**config.mk**
```make
export PLATFORM = sky130hd
export DESIGN_NAME = serial_rx_buffer
export DESIGN_NICKNAME = d
export VERILOG_FILES = /design/src/rtl/srb_pkg.sv /design/src/rtl/srb_edge.sv /design/src/rtl/srb_shifter.sv /design/src/rtl/srb_hold_buf.sv /design/src/rtl/serial_rx_buffer.sv
export SDC_FILE = /design/constraint.sdc
export NUM_CORES = 1
export LEC_CHECK = 0
export BUFFER_PORTS_ARGS = -buffer_cell sky130_fd_sc_hd__buf_2
export CAP_MARGIN = 20
export CORE_MARGIN = 2
export CORE_UTILIZATION = 45
export CTS_BUF_LIST = sky130_fd_sc_hd__clkbuf_8 sky130_fd_sc_hd__clkbuf_16
export CTS_CLUSTER_DIAMETER = 30
export DETAILED_ROUTE_END_ITERATION = 8
export HOLD_SLACK_MARGIN = 0.03
export SLEW_MARGIN = 10
export SYNTH_ARGS = -nofsm -noshare
export SYNTH_HDL_FRONTEND = slang
export SYNTH_SLANG_ARGS = --single-unit
```
**constraint.sdc**
```tcl
create_clock -name clk -period 5.6 [get_ports clk]
set_clock_uncertainty 0.1 [all_clocks]
set_input_delay 0.56 -clock clk [delete_from_list [all_inputs] [get_ports clk]]
set_output_delay 0.56 -clock clk [all_outputs]
set_load 0.05 [all_outputs]
```
**src/rtl/srb_pkg.sv**
```systemverilog
package srb_pkg;

  typedef enum logic [1:0] {
    OCC_EMPTY = 2'b00,
    OCC_ONE   = 2'b01,
    OCC_FULL  = 2'b11
  } occ_e;

  function automatic occ_e occ_code(input logic [1:0] fill);
    case (fill)
      2'd0:    occ_code = OCC_EMPTY;
      2'd1:    occ_code = OCC_ONE;
      default: occ_code = OCC_FULL;
    endcase
  endfunction

endpackage

```
**src/rtl/srb_edge.sv**
```systemverilog
module srb_edge (
  input  logic clk,
  input  logic rst,
  input  logic en,
  input  logic sclk,
  output logic rise
);
  logic sclk_q;

  always_ff @(posedge clk) begin
    if (rst) sclk_q <= 1'b0;
    else     sclk_q <= sclk;
  end

  assign rise = en & sclk & ~sclk_q;

  assert_rise_single_R1: assert property (@(posedge clk) disable iff (rst)
    rise |=> !rise);
endmodule

```
**src/rtl/srb_shifter.sv**
```systemverilog
module srb_shifter #(
  parameter int WORD_W = 32
) (
  input  logic              clk,
  input  logic              rst,
  input  logic              en,
  input  logic              bit_tick,
  input  logic              bit_in,
  output logic              word_done,
  output logic [WORD_W-1:0] word_out
);
  localparam int CNT_W = $clog2(WORD_W);
  localparam logic [CNT_W-1:0] LAST_IDX = CNT_W'(WORD_W - 1);

  logic [WORD_W-2:0] sreg;
  logic [CNT_W-1:0]  bit_cnt;
  logic              at_last;

  assign at_last   = (bit_cnt == LAST_IDX);
  assign word_done = en & bit_tick & at_last;
  assign word_out  = {sreg, bit_in};

  always_ff @(posedge clk) begin
    if (rst || !en) begin
      sreg    <= '0;
      bit_cnt <= '0;
    end else if (bit_tick) begin
      sreg    <= {sreg[WORD_W-3:0], bit_in};
      bit_cnt <= at_last ? '0 : bit_cnt + 1'b1;
    end
  end

  assert_count_wrap_R1: assert property (@(posedge clk) disable iff (rst)
    word_done |=> (bit_cnt == '0));
  assert_count_clear_R8: assert property (@(posedge clk) disable iff (rst)
    !en |=> (bit_cnt == '0));
  assert_count_hold_R1: assert property (@(posedge clk) disable iff (rst)
    (en && !bit_tick && $past(en)) |=> $stable(bit_cnt));
endmodule

```
**src/rtl/srb_hold_buf.sv**
```systemverilog
module srb_hold_buf #(
  parameter int WORD_W = 32
) (
  input  logic              clk,
  input  logic              rst,
  input  logic              en,
  input  logic              push,
  input  logic [WORD_W-1:0] push_word,
  input  logic              rd_en,
  output logic              rd_valid,
  output logic [WORD_W-1:0] rd_data,
  output logic              rd_stall,
  output logic [1:0]        fill,
  output logic              ovf
);
  logic [WORD_W-1:0] slot0, slot1;
  logic              pop;

  assign rd_valid = (fill != 2'd0);
  assign pop      = rd_en & rd_valid;
  assign rd_stall = rd_en & ~rd_valid;
  assign rd_data  = slot0;

  always_ff @(posedge clk) begin
    if (rst || !en) begin
      slot0 <= '0;
      slot1 <= '0;
      fill  <= 2'd0;
      ovf   <= 1'b0;
    end else begin
      case ({push, pop})
        2'b01: begin
          slot0 <= slot1;
          fill  <= fill - 2'd1;
        end
        2'b10: begin
          if (fill == 2'd0) begin
            slot0 <= push_word;
            fill  <= 2'd1;
          end else if (fill == 2'd1) begin
            slot1 <= push_word;
            fill  <= 2'd2;
          end else begin
            slot1 <= push_word;
            ovf   <= 1'b1;
          end
        end
        2'b11: begin
          if (fill == 2'd1) begin
            slot0 <= push_word;
          end else begin
            slot0 <= slot1;
            slot1 <= push_word;
          end
        end
        default: ;
      endcase
    end
  end

  assert_fill_legal_R3: assert property (@(posedge clk) disable iff (rst)
    fill != 2'd3);
  assert_overwrite_head_R4: assert property (@(posedge clk) disable iff (rst)
    (en && push && !pop && fill == 2'd2) |=> ($stable(slot0) && ovf && fill == 2'd2));
  assert_sticky_R5: assert property (@(posedge clk) disable iff (rst)
    (ovf && en) |=> ovf);
  assert_ovf_cause_R4: assert property (@(posedge clk) disable iff (rst)
    $rose(ovf) |-> $past(push && !pop && fill == 2'd2));
  assert_stall_no_pop_R6: assert property (@(posedge clk) disable iff (rst)
    (en && rd_stall && !push) |=> (fill == 2'd0));
  assert_both_no_ovf_R7: assert property (@(posedge clk) disable iff (rst)
    (en && push && pop && !ovf) |=> (!ovf && fill == $past(fill)));
  assert_disable_clear_R8: assert property (@(posedge clk) disable iff (rst)
    !en |=> (fill == 2'd0 && !ovf));
endmodule

```
**src/rtl/serial_rx_buffer.sv**
```systemverilog
module serial_rx_buffer #(
  parameter int WORD_W = 32
) (
  input  logic              clk,
  input  logic              rst,
  input  logic              port_en,
  input  logic              ser_clk,
  input  logic              ser_data,
  input  logic              rd_en,
  output logic              rd_valid,
  output logic [WORD_W-1:0] rd_data,
  output logic              rd_stall,
  output logic [1:0]        buf_occ,
  output logic              ovf_err
);
  import srb_pkg::*;

  logic              bit_tick;
  logic              word_done;
  logic [WORD_W-1:0] word_bus;
  logic [1:0]        fill;

  srb_edge u_edge (
    .clk  (clk),
    .rst  (rst),
    .en   (port_en),
    .sclk (ser_clk),
    .rise (bit_tick)
  );

  srb_shifter #(.WORD_W(WORD_W)) u_shift (
    .clk       (clk),
    .rst       (rst),
    .en        (port_en),
    .bit_tick  (bit_tick),
    .bit_in    (ser_data),
    .word_done (word_done),
    .word_out  (word_bus)
  );

  srb_hold_buf #(.WORD_W(WORD_W)) u_buf (
    .clk       (clk),
    .rst       (rst),
    .en        (port_en),
    .push      (word_done),
    .push_word (word_bus),
    .rd_en     (rd_en),
    .rd_valid  (rd_valid),
    .rd_data   (rd_data),
    .rd_stall  (rd_stall),
    .fill      (fill),
    .ovf       (ovf_err)
  );

  assign buf_occ = occ_code(fill);

  assert_valid_matches_occ_R3: assert property (@(posedge clk) disable iff (rst)
    rd_valid == (buf_occ != 2'b00));
endmodule

```
## After elaboration in Yosys (flattened, before gate mapping)

Index checks and enable logic that the tools add are counted.

| word-level totals | value |
|---|---|
| register bits | 104 |
| word-level logic and storage cells | 50 |

| operators by class | value |
|---|---|
| add/subtract/negate cells | 2 |
| eq/ne operators | 9 |
| mux-type cells | 11 |
| bitwise operators | 10 |
| reduce and logical (&&, ||, !) cells | 11 |

Operator list:

| kind | count |
|---|---|
| 32-bit 2-to-1 mux | 4 |
| 32-bit one-hot mux with 3 select lines | 1 |
| 32-bit one-hot mux with 2 select lines | 1 |
| 2-bit one-hot mux with 2 select lines | 2 |
| 1-bit AND | 6 |
| 3-bit AND reduction | 2 |
| 2-bit nonzero test | 3 |
| 5-bit by 1-bit adder with 5-bit output, second input constant | 1 |
| 5-bit equality test, second input constant | 1 |
| 5-bit 2-to-1 mux | 1 |
| 2-bit by 1-bit equality test with 1-bit output, second input constant | 2 |
| 2-bit equality test, second input constant | 2 |
| 2-bit 2-to-1 mux | 2 |
| 2-bit != test, second input constant | 2 |
| 1-bit inverter | 4 |
| 2-bit AND reduction | 2 |
| 3-bit by 1-bit != test with 1-bit output, second input constant | 1 |
| 3-bit nonzero test | 1 |
| 2-bit logical NOT | 1 |
| 2-bit by 1-bit != test with 1-bit output, second input constant | 1 |
| 2-bit by 1-bit subtractor with 2-bit output, second input constant | 1 |
| 1-bit logical NOT | 1 |
| 1-bit logical OR | 1 |

## Longest topological paths before layout

| depth | value |
|---|---|
| depth in word-level cells | 7 |
| depth in mapped cells | 13 |
| gate-level depth less buffers | 9 |

## Modules after synthesis

From an unflattened synthesis, not the netlist that was laid out.

| unflattened totals | value |
|---|---|
| cells, all modules | 456 |
| area total of the unflattened synthesis | 4276.6 um^2 |

Modules (own cells, without submodules):

| module | times used | cells each | area an instance (um^2) |
|---|---|---|---|
| srb_hold_buf | 1 | 322 | 2886.5 |
| srb_shifter | 1 | 129 | 1345.0 |
| srb_edge | 1 | 3 | 35.0 |
| serial_rx_buffer | 1 | 2 | 10.0 |

## Worst setup path before layout

OpenSTA, ideal clock, no wires.

| timing | value |
|---|---|
| path kind | reg-to-reg |
| start | register u_buf.fill[0] |
| end | register u_buf.slot0[10] (netlist: u_buf.rd_data[10]) |
| library setup time | 0.081 ns |
| arrival time | 2.380 ns |
| data required time | 5.419 ns |
| slack | 3.039 ns |
| stages on the path, launching flop included | 13 |
| path buffers | 3 |
| cells stage by stage | dfxtp_1 -> inv_1 -> ha_1 -> buf_6 -> inv_2 -> nand2_1 -> inv_2 -> buf_2 -> ha_1 -> mux2i_2 -> buf_4 -> a22oi_1 -> a211oi_2 |

| on the way | value |
|---|---|
| word-level cells in the longest chain between the ends | 5 |

Ends and longest elaborated chain:

| what | line | RTL |
|---|---|---|
| from (decl) | srb_hold_buf.sv:13 | `output logic [1:0] fill,` |
| from (signal assigned) | srb_hold_buf.sv:34 | `fill <= fill - 2'd1;` |
| 2-bit nonzero test * | srb_hold_buf.sv:19 | `assign rd_valid = (fill != 2'd0);` |
| via rd_valid | serial_rx_buffer.sv:10 | `output logic rd_valid,` |
| 1-bit AND * | srb_hold_buf.sv:20 | `assign pop = rd_en & rd_valid;` |
| 2-bit equality test or 2-bit by 1-bit equality test with 1-bit output (tied branches) | srb_hold_buf.sv:31 | `case ({push, pop})` |
| 2-bit by 1-bit != test with 1-bit output (no line) or 3-bit nonzero test (tied branches) | - |  |
| 2-bit AND reduction (no line) | - |  |
| to (signal assigned) | srb_hold_buf.sv:33 | `slot0 <= slot1;` |
| to (signal assigned) | srb_hold_buf.sv:38 | `slot0 <= push_word;` |
| to (signal assigned) | srb_hold_buf.sv:50 | `slot0 <= push_word;` |
| to (decl) | srb_hold_buf.sv:16 | `logic [WORD_W-1:0] slot0, slot1;` |

The timed path passes the listed nets; every way through them passes the cells marked *.
A chain may end at the register's enable or synchronous reset.

## Worst setup path in the final report

| timing | value |
|---|---|
| start | register u_buf.fill[0] |
| end | register u_buf.slot0[11] (netlist: u_buf.rd_data[11]) |

| on the way | value |
|---|---|
| word-level cells in the longest chain between the ends | 5 |

Ends and longest elaborated chain:

| what | line |
|---|---|
| 2-bit nonzero test | srb_hold_buf.sv:19 |
| 1-bit AND | srb_hold_buf.sv:20 |
| 2-bit equality test or 2-bit by 1-bit equality test with 1-bit output (tied branches) | srb_hold_buf.sv:31 |
| 2-bit by 1-bit != test with 1-bit output (no line) or 3-bit nonzero test (tied branches) | - |
| 2-bit AND reduction (no line) | - |

Parallel ways exist; a longest one is shown, timed or not.

==> results.txt <==
* Ratio of cells with drive above 1 in the final layout: 20.5%
* Worst-case hold slack: between 0.2 and 0.3 ns
- Summed over all failing endpoints, the final setup total negative slack is 0 ns.
- Walking the worst path, the cells encountered are inv_1 > ha_1 > inv_2 > nand2_1 > inv_2 > ha_1 > a21o_1 > buf_4 > a22oi_1 > a211oi_2.
* Via count normalized by instance count: just under 6
- Crit path max-delay family: compound AO/OA/AOI/OAI gates
* Detail Route Antenna Nets: 0
- Die X: 104 µm
* Area of the die: approximately 0.011 mm²
* Min-Delay Path Class: in -> reg
* Global-route wire length before repair: about 18000 µm
- Aggregate global routing overflow: 0
- In this run, post-CTS repair resized a total of 0 instances.
- Filler cell count in the final layout: 970
- Diode count: 0
- Across the VDD grid, the largest voltage drop is ~120 µV.
- STA classifies the critical path startpoint as a flop.
* Post-synthesis cell count: roughly 500
* Number of nets in the final layout: 521
- Cell types occupying the most area after synthesis: sky130_fd_sc_hd__dfxtp_1 46%, sky130_fd_sc_hd__a211oi_2 8.3%, sky130_fd_sc_hd__a21oi_1 7.8%
- In this run the count of I/O pins placed on the die edge is between 40 and 50.
- Count of standard-cell rows: 36
- At the worst endpoint, the arrival time is 3.61 ns.
- Top cells by count, synth: 104 x sky130_fd_sc_hd__dfxtp_1, 70 x sky130_fd_sc_hd__a21oi_1, 67 x sky130_fd_sc_hd__nand2_1, 35 x sky130_fd_sc_hd__o21ai_0, 34 x sky130_fd_sc_hd__a211oi_1
- Met1 routing resource usage after global routing: between 20% and 30%
* Number of max-cap violations: 0
- The worst path needs 3.42 ns of the cycle, external delays included.
- Highest net fanout along the worst path: 34
- Antenna violations before repair: 0
* Via total after detailed routing: roughly 3800
- In this run the vertical extent of the chip is about 100 µm.
- Area of the mapped netlist: 0.00451 mm²
- CTS placed an instance of sky130_fd_sc_hd__clkbuf_8 at the clock tree root.
- The number of nets handed over by synthesis was around 510.
- Most Crowded Layer GR: met2
* Setup repair after global routing missed its margin: false
* Final critical-path setup slack: ~2.2 ns
* Synthesis warning total: 0
- For this run, global-route usage on met2 was measured as between 30% and 40%.
- Count of routing violations after the opening detailed-route iteration: 267
- Timing would allow up to around 290 MHz.
- In this run the tightest slew margin relative to its limit is 46.0%.
- Req. time, crit path: 5.79 ns
* Critical path buffers and inverters: 4
- The via count of the first global-routing pass was approximately 3600.
- Routability-driven placement finished with a final weighted congestion of 0.723.
- Largest net degree at the start of global routing: 67
- Kind of end point of the critical path: flop
* Clock latency reported for the late side of the worst-skew pair: between 0.3 and 0.4 ns
* Pins Over Slew Limit: 0
* Post-DR wirelength/cell: 16.2 µm
* Effective utilization at floorplan: roughly 46%
- Port bufs: between 40 and 50
- Number of placed cells counting well taps: about 630
- Detail Placement HPWL: about 5600 µm
* Post-CTS setup-driven buffer insertion count: 0
* First drt pass iteration count: 5
- sky130_fd_sc_hd__dfxtp_1 takes more of the synthesized area than any other cell.
- The number of hold buffers added after CTS was 0.
* Final routed wirelength across all metal layers: 10500 µm
- In this run, synthesis inferred 0 flip-flops with an integrated enable.
- The run finished with clean final reports.
- For the pin with the worst max-slew slack, the measured transition is slightly above 0.8 ns.
* Final-report setup violation count: 0
- Before CTS, the worst setup slack after placement is approximately 2.2 ns.
- Number of buffers created by CTS: 9
- Summing the sequential cell areas from Yosys gives a little under half of the chip area.
- The final number of hold-violating endpoints came to 0.
- Met3 Use GR: 3.82%
* Slowest library cell on the worst path: sky130_fd_sc_hd__a21o_1
- Non-filler instance count after layout: roughly 650
- Post-detailed-route DRC marker count: 0
* Area growth from synthesis to layout: 7.74%
- Clk pin slew, worst setup/hold paths: 0.10 ns
* Overall Global Routing Usage: roughly a fifth
* Number of sinks handled by clock tree synthesis: 104
- The synthesized netlist contains 36 unique library cells.
- The region available for standard cell placement spans between 0.009 and 0.01 mm².
- Maximum single-stage delay on the critical path: roughly 0.7 ns
- Async set-or-reset flop fraction in the synthesized netlist: 0%
- Utilization of the core after routing: between 40% and 50%
- Mean Syn Cell Area: ~9 µm²
- Crit share post-route: roughly three fifths
- Worst setup path category: reg -> reg
* Most used standard cell by instance count after synthesis: sky130_fd_sc_hd__dfxtp_1
* Static leakage: approximately 0.0015 µW
* Share of the synthesized area in the top cell type: a little under half
- Buffers from clock root to sink, at most: 2
- Pwr Density: around 250 mW/mm²
- Synth Flop Type: sky130_fd_sc_hd__dfxtp_1
* Number of flip-flops and latches in the synthesized netlist: approximately 100
* CTS tree: done
* CTS H-Tree Depth: 3
power by group:
group          internal (µW)  switching, µW
Combinational           5.45           29.5
Clock                    166            269
Sequential               740          0.585
Total                    912            299
per-layer routing:
| metal | share of wire, % | routed length [µm] |
|---|---|---|
| met2 | 47 | 4950 |
| met1 | 47 | 4890 |
| met5 | 0 | 0 |
| met3 | 5.4 | 569 |
| met4 | 0.71 | 74 |
sequential cells by signal, indices dropped and copies added (netlist names):
signal and flops:
u_buf.slot1 32, u_shift.bit_cnt 5, u_buf.fill 2, u_buf.ovf 1, u_shift.sreg 31, u_edge.sclk_q 1, u_buf.rd_data 32
placed cells by master (no fill, tap or decap), drive strengths merged, types with 4 or more instances in the layout:
cell type,synthesis,layout
a22oi,33,33
buf,35,50
inv,7,10
nand3,33,33
a21oi,70,70
nand2,67,67
dfxtp,104,104
a211oi,64,64
ha,7,7
nor2,4,4
clkbuf,19,9
o21ai,35,35
final cells by class:
type / count / area [µm²] / area share (%)
Clock buffer: 9 / 124 / 2.55
Clock inverter: 7 / 56.3 / 1.16
Inverter: 7 / 26.3 / 0.541
Multi-Input combinational cell: 336 / 2120 / 43.7
Sequential cell: 104 / 2080 / 42.9
Tap cell: 133 / 166 / 3.43
Timing Repair Buffer: 50 / 278 / 5.72
kinds of logic after synthesis:
logic type | count (synthesis) | share of synthesized area [%]
buf+inv | 61 | 6.99
fa+ha+maj | 7 | 1.94
flops | 104 | 46.2
mux | 2 | 0.555
simple gates | 118 | 11.8
compound gates | 209 | 32.5
stage by stage:
step / total power, µW / area [µm²]
after floorplan: 784 / 4510
after global placement: 793 / 4660
after detailed placement: 793 / 4660
after CTS: 1230 / 4840
after global routing: 1260 / 4860
final: 1210 / 4860
worst register-to-register path, stage by stage, from the launching register on:
cell and delay [ns]:
sky130_fd_sc_hd__dfxtp_1 0.39, sky130_fd_sc_hd__inv_1 0.08, sky130_fd_sc_hd__ha_1 0.31, sky130_fd_sc_hd__inv_2 0.09, sky130_fd_sc_hd__nand2_1 0.07, sky130_fd_sc_hd__inv_2 0.50, sky130_fd_sc_hd__ha_1 0.40, sky130_fd_sc_hd__a21o_1 0.69
sky130_fd_sc_hd__buf_4 0.34, sky130_fd_sc_hd__a22oi_1 0.13, sky130_fd_sc_hd__a211oi_2 0.23
final timing paths:
kind	start	endpoint	slack (ns)	cells after the start
worst min register to register	u_buf.ovf	u_buf.ovf	0.37	2
worst max-delay path	u_buf.fill[0]	u_buf.rd_data[11]	2.18	10
worst min-delay path	rst	u_edge.sclk_q	0.26	2
worst max register to register	u_buf.fill[0]	u_buf.rd_data[11]	2.18	10
No activity file was read; power rests on OpenSTA's default activity.
